File: config.mk
export PLATFORM = sky130hd
export DESIGN_NAME = keyseq_lock
export DESIGN_NICKNAME = d
export VERILOG_FILES = /design/src/rtl/keyseq_lock.sv
export SDC_FILE = /design/constraint.sdc
export NUM_CORES = 1
export LEC_CHECK = 0
export CORE_UTILIZATION = 36
export CTS_BUF_LIST = sky130_fd_sc_hd__clkbuf_2 sky130_fd_sc_hd__clkbuf_4 sky130_fd_sc_hd__clkbuf_8
export CTS_CLUSTER_SIZE = 8
export DETAILED_ROUTE_END_ITERATION = 10
export PLACE_DENSITY = 0.52
export SLEW_MARGIN = 20
export SYNTH_ARGS = -nofsm -noshare
export SYNTH_HDL_FRONTEND = slang
export SYNTH_SLANG_ARGS = --single-unit
File: constraint.sdc
create_clock -name clk -period 2.1 [get_ports clk]
set_input_delay 0.42 -clock clk [delete_from_list [all_inputs] [get_ports clk]]
set_output_delay 0.42 -clock clk [all_outputs]
set_load 0.02 [all_outputs]
File: src/rtl/keyseq_lock.sv
module keyseq_lock #(
  parameter int DEB_BITS = 16
) (
  input  logic       clk,
  input  logic       rst,
  input  logic [9:0] key_raw,
  output logic       unlock,
  output logic [4:0] step
);
  localparam int NKEY  = 10;
  localparam int NCODE = 4;
  localparam int NSTEP = NCODE + 1;

  logic [NKEY-1:0] sync_a, sync_b, deb, deb_q, rise;
  logic            abort, advance;

  always_ff @(posedge clk) begin
    if (rst) begin
      sync_a <= '0;
      sync_b <= '0;
      deb_q  <= '0;
    end else begin
      sync_a <= key_raw;
      sync_b <= sync_a;
      deb_q  <= deb;
    end
  end

  for (genvar g = 0; g < NKEY; g++) begin : g_deb
    logic [DEB_BITS-1:0] cnt;
    logic                lvl;
    always_ff @(posedge clk) begin
      if (rst) begin
        cnt <= '0;
        lvl <= 1'b0;
      end else if (sync_b[g] == lvl) begin
        cnt <= '0;
      end else if (&cnt) begin
        cnt <= '0;
        lvl <= sync_b[g];
      end else begin
        cnt <= cnt + 1'b1;
      end
    end
    assign deb[g] = lvl;
  end

  assign rise    = deb & ~deb_q;
  assign abort   = |rise[NKEY-1:NCODE];
  assign advance = (rise[NCODE-1:0] != '0) && (rise[NCODE-1:0] == step[NCODE-1:0]);

  always_ff @(posedge clk) begin
    if (rst || abort) step <= NSTEP'(1);
    else if (advance) step <= {step[NSTEP-2:0], 1'b0};
  end

  assign unlock = step[NSTEP-1];

  a_r1_reset_state: assert property (@(posedge clk) rst |=> step == NSTEP'(1) && !unlock);
  a_r2_onehot: assert property (@(posedge clk) disable iff (rst) $countones(step) == 1);
  a_r3_advance_one: assert property (@(posedge clk) disable iff (rst)
    (step != $past(step) && !$past(abort)) |-> step == {$past(step[NSTEP-2:0]), 1'b0});
  a_r5_abort_home: assert property (@(posedge clk) disable iff (rst) abort |=> step == NSTEP'(1));
  a_r6_open_after_last: assert property (@(posedge clk) disable iff (rst) $rose(unlock) |-> $past(step[NSTEP-2]));
  a_r8_single_event: assert property (@(posedge clk) disable iff (rst) (|rise) |=> (rise & $past(rise)) == '0);
  a_r9_multi_code_ignored: assert property (@(posedge clk) disable iff (rst)
    (!abort && $countones(rise[NCODE-1:0]) > 1) |=> $stable(step));
endmodule

### Word level (Yosys, flattened, before mapping)

Cells that the tools add are included.

* bits in registers: 205
* output and inout port bits: 6

* add/subtract/negate cells: 10
* equality and inequality tests: 11
* bitwise gates (word level): 12
* reduce and logical (&&, ||, !) cells: 34

Operator list (count)
* AND reduction 17 bit: 10
* adder 16 x 1 -> 16 bit, second input constant: 10
* AND reduction 16 bit: 10
* OR reduction 3 bit: 10
* bitwise AND 10 bit: 1
* == test 1 bit: 10
* NOT 1 bit: 10
* NOT 10 bit: 1
* OR reduction 6 bit: 1
* == test 4 bit: 1
* nonzero test 4 bit: 1
* logical AND 1 bit: 1
* logical OR 1 bit: 1

### Longest topological paths before layout

Gate-level depths: netlist of run 1.

* word-level depth: 4
* mapped depth: 6

### Least setup slack after synthesis of run 1

Ideal clock, no wire load.

* path kind: register -> register
* from: register g_deb[5].cnt[0]
* to: register g_deb[5].cnt[8]
* setup time: 0.115 ns
* arrival: 1.654 ns
* data required time: 1.985 ns
* path slack: 0.332 ns
* cell stages (with the launch flop): 7
* cells stage by stage: dfxtp_1 ha_1 nand2_1 or3_1 o311ai_4 buf_4 nor2_1

* cells in the longest elaborated chain, start to end: 2

Ends and longest elaborated chain
* start, declared: line 30 `logic [DEB_BITS-1:0] cnt;`
* start signal, assigned: line 42 `cnt <= cnt + 1'b1;`
* branches (longest 2 deep; another with adder 16 x 1 -> 16 bit)

Several ways; the timed one is not identified.
A chain may end at the register's enable or synchronous reset.

### Worst setup path after layout of run 1

* from: register step[4]
* to: output step[4]

RTL lines
* start, declared: line 8 `output logic [4:0] step`
* start signal, assigned: line 54 `else if (advance) step <= {step[NSTEP-2:0], 1'b0};`

No word-level cell between the ends.

==> results of run 1 <==
==> path summary, 6_finish.rpt <==
check	startpoint	cells past startpoint	end
max reg2reg	g_deb[5].cnt[0]	6	g_deb[5].cnt[13]
max	step[4]	1	step[4]
min reg2reg	sync_a[9]	1	sync_b[9]
min	rst	5	step[1]
==> logic make-up after synthesis <==
logic type	synth area share, %
muxes	0.6387
xor gates and xnor gates	13.92
DFF	47.61
adders and majority gates	1.452
AOI/OAI and AO/OA	5.516
buffers and inverters	2.700
and+or+nand+nor	28.16
==> power by group <==
group	switching [W]	total, W	internal, W
sequential	0.0000114	0.00393	0.00392
combinational	0.0000617	0.000110	0.0000488
clock	0.00161	0.00405	0.00245
==> stage by stage <==
stage,cells,util (%),instance area (sq um),total power [W]
2_1_floorplan,963,-,8620,0.004076
3_3_place_gp,1291,39.16,9191,0.004124
3_5_place_dp,1291,39.16,9191,0.004124
4_1_cts,1359,42.72,10030,0.008266
5_1_grt,1359,42.72,10030,0.008456
6_report,1359,42.72,10030,0.008090
==> layout make-up <==
type,count,area [sq um],share of cell area [%]
Tap cell,319,399.1,3.981
Clock buffer,64,818.3,8.161
Clock inverter,4,22.52,0.2246
Multi-Input combinational cell,701,4283,42.71
Timing Repair Buffer,32,272.8,2.720
Sequential cell,205,4104,40.93
Inverter,34,127.6,1.273
==> state kept, by name, summed over array words and instances (netlist names) <==
register / cells
sync_a: 10
g_deb.cnt: 160
sync_b: 10
g_deb.lvl: 10
deb_q: 10
step: 5
==> what timing repair did <==
| action | CTS | global route |
|---|---|---|
| hold buffers | 0 | 0 |
| endpoints found under the setup margin | 4 | 0 |
| gates resized for setup | 4 | 0 |
| hold endpoints to repair | 0 | 0 |
==> layout by cell type (no fill, tap or decap), types with 2 or more instances in the layout <==
master,instances
xnor2_1,80
clkbuf_4,10
and2b_1,2
o21ai_0,22
nand3_1,54
a2111oi_2,2
inv_1,33
clkinv_2,3
o31ai_1,6
ha_1,10
a21oi_1,24
nor4_1,26
nor3_1,24
dlygate4sd2_1,4
nor2b_1,37
dfxtp_1,205
nor2_1,163
and4_1,16
or4_1,4
buf_4,15
xor2_1,57
mux2_2,4
or3_1,22
and3_1,14
or2_2,3
a21o_1,4
nand3_2,4
clkdlybuf4s50_1,12
clkbuf_8,54
nand2_1,56
and2_1,6
a31o_2,3
nand4_1,40
==> metal layers <==
| metal | global-route usage, % | up-vias |
|---|---|---|
| met2 | 20.99 | 84 |
| met1 | 17.55 | 2882 |
| li1 | - | 3401 |
| met5 | 0 | - |
| met4 | 5.415 | 0 |
| met3 | 3.489 | 26 |
==> impl_metrics.env, run 1 <==
export IMPL_status="completed"
export IMPL_first_pass_iters=4
export IMPL_route_met2_wl_mm=6.699
export IMPL_synth_top_flop_cell="dfxtp_1"
export IMPL_wl_met1_mm=7.745
export IMPL_antennaDiodeCount=0
export IMPL_cp_slowest_cell="clkdlybuf4s50_1"
export IMPL_avgViaCountPerCell=4.704
export IMPL_fillers=2349
export IMPL_cts_sinks=205
export IMPL_yosysTopAreaCellShare_pct=47.61
export IMPL_yosysSeqAreaShare_pct=47.61
export IMPL_ir_drop_mv=0.6253
export IMPL_final_nets=1034
export IMPL_max_stage_delay_ps=640
export IMPL_crit_family="buffers and inverters"
export IMPL_ys_warn_count=0
export IMPL_wl_per_cell_microns=11.38
export IMPL_synthTopCellsByArea="dfxtp_1 (48%), xnor2_1 (8.1%), nor2_1 (7.1%), xor2_1 (5.8%), nand3_1 (3.1%)"
export IMPL_insertion_delay_ps=510
export IMPL_portBuffers=17
export IMPL_dieArea_sq_um=24570
export IMPL_finalSetupTns_ps=0
export IMPL_hold_path_class="input port to register"
export IMPL_holdWs_ps=412.7
export IMPL_wl_mm=15.46
export IMPL_htree_levels=2
export IMPL_required_ps=1680
export IMPL_critPathLaunchType="register"
export IMPL_dpl_worst_slack_ps=176.2
export IMPL_gr_total_overflow=0
export IMPL_path_class="register to primary output"
export IMPL_rsz0062_at_grt="false"
export IMPL_grt_max_degree=45
export IMPL_synth_area_per_cell_sq_um=8.951
export IMPL_finClkSkew_ps=18.78
export IMPL_cts_root_buf="clkbuf_8"
export IMPL_crit_path_end_kind="primary output"
export IMPL_p_leak_nw=3.218
export IMPL_die_h_microns=156.7
export IMPL_synth_nets=985
export IMPL_cp_max_fo=4
export IMPL_route_met3_wl_microns=675
export IMPL_drtIter0Drc=241
export IMPL_cts_made_buffers=38
export IMPL_cts_max_path_buffers=3
export IMPL_grt_pass1_wl_mm=27.50
export IMPL_max_slew_margin_pct=67.91
export IMPL_yosysMostFrequentCell="dfxtp_1"
export IMPL_power_density_nw_per_um2=806.9
export IMPL_worst_pin_slew_ps=477.7
export IMPL_slew_viol_final=0
export IMPL_synthTopCellsByCount="dfxtp_1 (205), nor2_1 (163), xnor2_1 (80), xor2_1 (57), nand2_1 (56)"
export IMPL_via_count=6393
export IMPL_r2r_slack_ps=270
export IMPL_synth_cell_types=49
export IMPL_ys_ff_latch=205
export IMPL_cp_arrival_ps=1580
export IMPL_maxCapViolations=0
export IMPL_syn2layout_area_growth_pct=16.33
export IMPL_drc_errors=0
export IMPL_rows=56
export IMPL_top_layer="met4"
export IMPL_min_period_ps=2002
export IMPL_ios=18
export IMPL_antenna_left=0
export IMPL_synth_largest_area_cell="dfxtp_1"
export IMPL_async_flop_share_pct=0
export IMPL_fp_dieW_microns=156.7
export IMPL_synth_edf_count=0
export IMPL_hold_viol_final=0
export IMPL_cp_num_buf_inv=1
export IMPL_setup_viol_count_final=0
export IMPL_drive_gt1_share_pct=10.00
export IMPL_syn_area_sq_um=8620
export IMPL_grt_pass1_vias=6050
export IMPL_fin_crit_sh_pct=95.31
export IMPL_cts_tree="done"
export IMPL_clk_pin_slew_ps=60
export IMPL_syn_instance_count=963
export IMPL_path_cells="clkdlybuf4s50_1"
export IMPL_gr_usage_all_layers_pct=13.44
export IMPL_dp_hpwl_mm=10.30
export IMPL_antenna_found_initial=0
export IMPL_core_sq_um=23470
export IMPL_fmax_ghz=0.4996
export IMPL_initial_core_util_pct=36.72
export IMPL_post_cts_buffers=0
export IMPL_gp_congestion=0.7689
export IMPL_fin_ws_ps=98.42
(Power assumes the default switching activity.)
==> inputs of run 2 (changes only) <==
- CORE_UTILIZATION: 36 -> 64
- PLACE_DENSITY: 0.52 -> 0.83
==> impl_metrics.env, run 2 (synthesis gave the netlist of run 1 again) <==
export IMPL_clk_pin_slew_ps=60
export IMPL_drive_gt1_share_pct=8.949
export IMPL_crit_path_end_kind="primary output"
export IMPL_slew_viol_final=0
export IMPL_setup_viol_count_final=0
export IMPL_cts_tree="done"
export IMPL_drc_errors=0
export IMPL_syn2layout_area_growth_pct=12.76
export IMPL_drtIter0Drc=383
export IMPL_p_leak_nw=3.170
export IMPL_path_class="register to primary output"
export IMPL_via_count=6474
export IMPL_finClkSkew_ps=10.19
export IMPL_fin_util_pct=73.69
export IMPL_max_slew_margin_pct=67.87
export IMPL_cp_slowest_cell="clkdlybuf4s50_1"
export IMPL_core_sq_um=13190
export IMPL_power_density_nw_per_um2=787.6
export IMPL_insertion_delay_ps=510
export IMPL_fillers=957
export IMPL_status="completed"
export IMPL_grt_max_degree=45
export IMPL_dp_hpwl_mm=9.984
export IMPL_first_pass_iters=4
export IMPL_path_cells="clkdlybuf4s50_1"
export IMPL_top_register="g_deb.cnt"
export IMPL_multi_input_area_sq_um=4283
export IMPL_fin_ws_ps=122.0
export IMPL_cts_made_buffers=35
export IMPL_initial_core_util_pct=65.35
export IMPL_ios=18
export IMPL_fmax_ghz=0.5056
export IMPL_htree_levels=2
export IMPL_final_nets=1028
export IMPL_avgViaCountPerCell=5.377
export IMPL_gr_total_overflow=0
export IMPL_gp_congestion=0.7972
export IMPL_maxCapViolations=0
export IMPL_max_stage_delay_ps=640
export IMPL_cts_root_buf="clkbuf_8"
export IMPL_cp_max_fo=5
export IMPL_final_cell_mix="dfxtp_1 (205), nor2_1 (163), xnor2_1 (80)"
export IMPL_ir_drop_mv=0.5574
export IMPL_antennaDiodeCount=0
export IMPL_fin_total_pwr_w=0.007655
export IMPL_cp_arrival_ps=1560
export IMPL_critPathLaunchType="register"
export IMPL_portBuffers=17
export IMPL_final_common_cell="dfxtp_1"
export IMPL_largest_reg_flops=160
export IMPL_required_ps=1680
export IMPL_wl_per_cell_microns=12.42
export IMPL_die_h_microns=118.1
export IMPL_worst_pin_slew_ps=482.0
export IMPL_cp_num_buf_inv=1
export IMPL_min_period_ps=1978
export IMPL_dpl_worst_slack_ps=272.6
export IMPL_crit_family="buffers and inverters"
export IMPL_grt_pass1_vias=6033
export IMPL_antenna_found_initial=0
export IMPL_finalSetupTns_ps=0
export IMPL_fp_dieW_microns=118.1
export IMPL_cts_sinks=205
export IMPL_wl_mm=14.95
export IMPL_antenna_left=0
export IMPL_hold_viol_final=0
export IMPL_post_cts_buffers=0
export IMPL_cts_max_path_buffers=3
export IMPL_gr_usage_all_layers_pct=22.15
export IMPL_dieArea_sq_um=13940
export IMPL_ff_latch_area_sq_um=4104
export IMPL_rows=42
export IMPL_hold_path_class="register to register"
export IMPL_fin_crit_sh_pct=94.19
export IMPL_cts_hold_buffers=0
export IMPL_rsz0062_at_grt="false"
export IMPL_grt_pass1_wl_mm=26.10
[run 2: cell count changes in the layout (fill, tap and decap cells not counted), sizes merged]
| cell | before | now |
|---|---|---|
| clkinv | 4 | 3 |
| clkdlybuf4s50 | 12 | 13 |
| buf | 16 | 13 |
| dlymetal6s2s | 0 | 2 |
| clkinvlp | 1 | 0 |
| dlygate4sd2 | 4 | 1 |
| clkbuf | 64 | 57 |
[run 2: stage by stage]
step | hold WS (ps) | instances | area (sq um)
after CTS | 409.0 | 1204 | 9714
after detailed placement | 423.5 | 1145 | 8990
after global placement | 417.0 | 1145 | 8990
after global routing | 440.7 | 1204 | 9719
after floorplan | 413.2 | 963 | 8620
final | 435.2 | 1204 | 9719
[run 2: layout make-up]
| class | instances | share of cell area, % |
|---|---|---|
| clock buffers | 57 | 7.364 |
| flip-flops and latches | 205 | 42.22 |
| well taps | 176 | 2.266 |
| repair buffers | 29 | 2.665 |
| clock inverters | 2 | 0.1030 |
| multi-input cells | 701 | 44.07 |
| inverters | 34 | 1.313 |
[run 2: timing repair]
item / CTS / global route
gates resized for setup: 1 / 2
pin swaps: 0 / 0
endpoints found under the setup margin: 1 / 2
[run 2: layer usage]
| metal | global-route usage [%] | share of wire (%) | vias up |
|---|---|---|---|
| li1 | - | - | 3398 |
| met4 | 7.051 | 1.5 | 0 |
| met1 | 27.45 | 48 | 2978 |
| met2 | 37.32 | 47 | 76 |
| met3 | 5.959 | 4.0 | 22 |
| met5 | 0 | 0 | - |
[run 2: path summary, 6_finish.rpt]
check                       start          endpoint  slack, ps  cells past startpoint
hold reg to reg         sync_a[4]         sync_b[4]        440                      1
hold / removal          sync_a[4]         sync_b[4]        440                      1
setup / recovery          step[1]           step[1]        120                      1
setup reg to reg  g_deb[5].cnt[0]  g_deb[5].cnt[10]        230                      6
[run 2: power by group]
group          internal [W]  switching [W]  leakage [nW]
logic             0.0000463      0.0000602          1.12
registers           0.00391      0.0000130          1.66
clock network       0.00214        0.00148         0.389
total               0.00610        0.00156          3.17
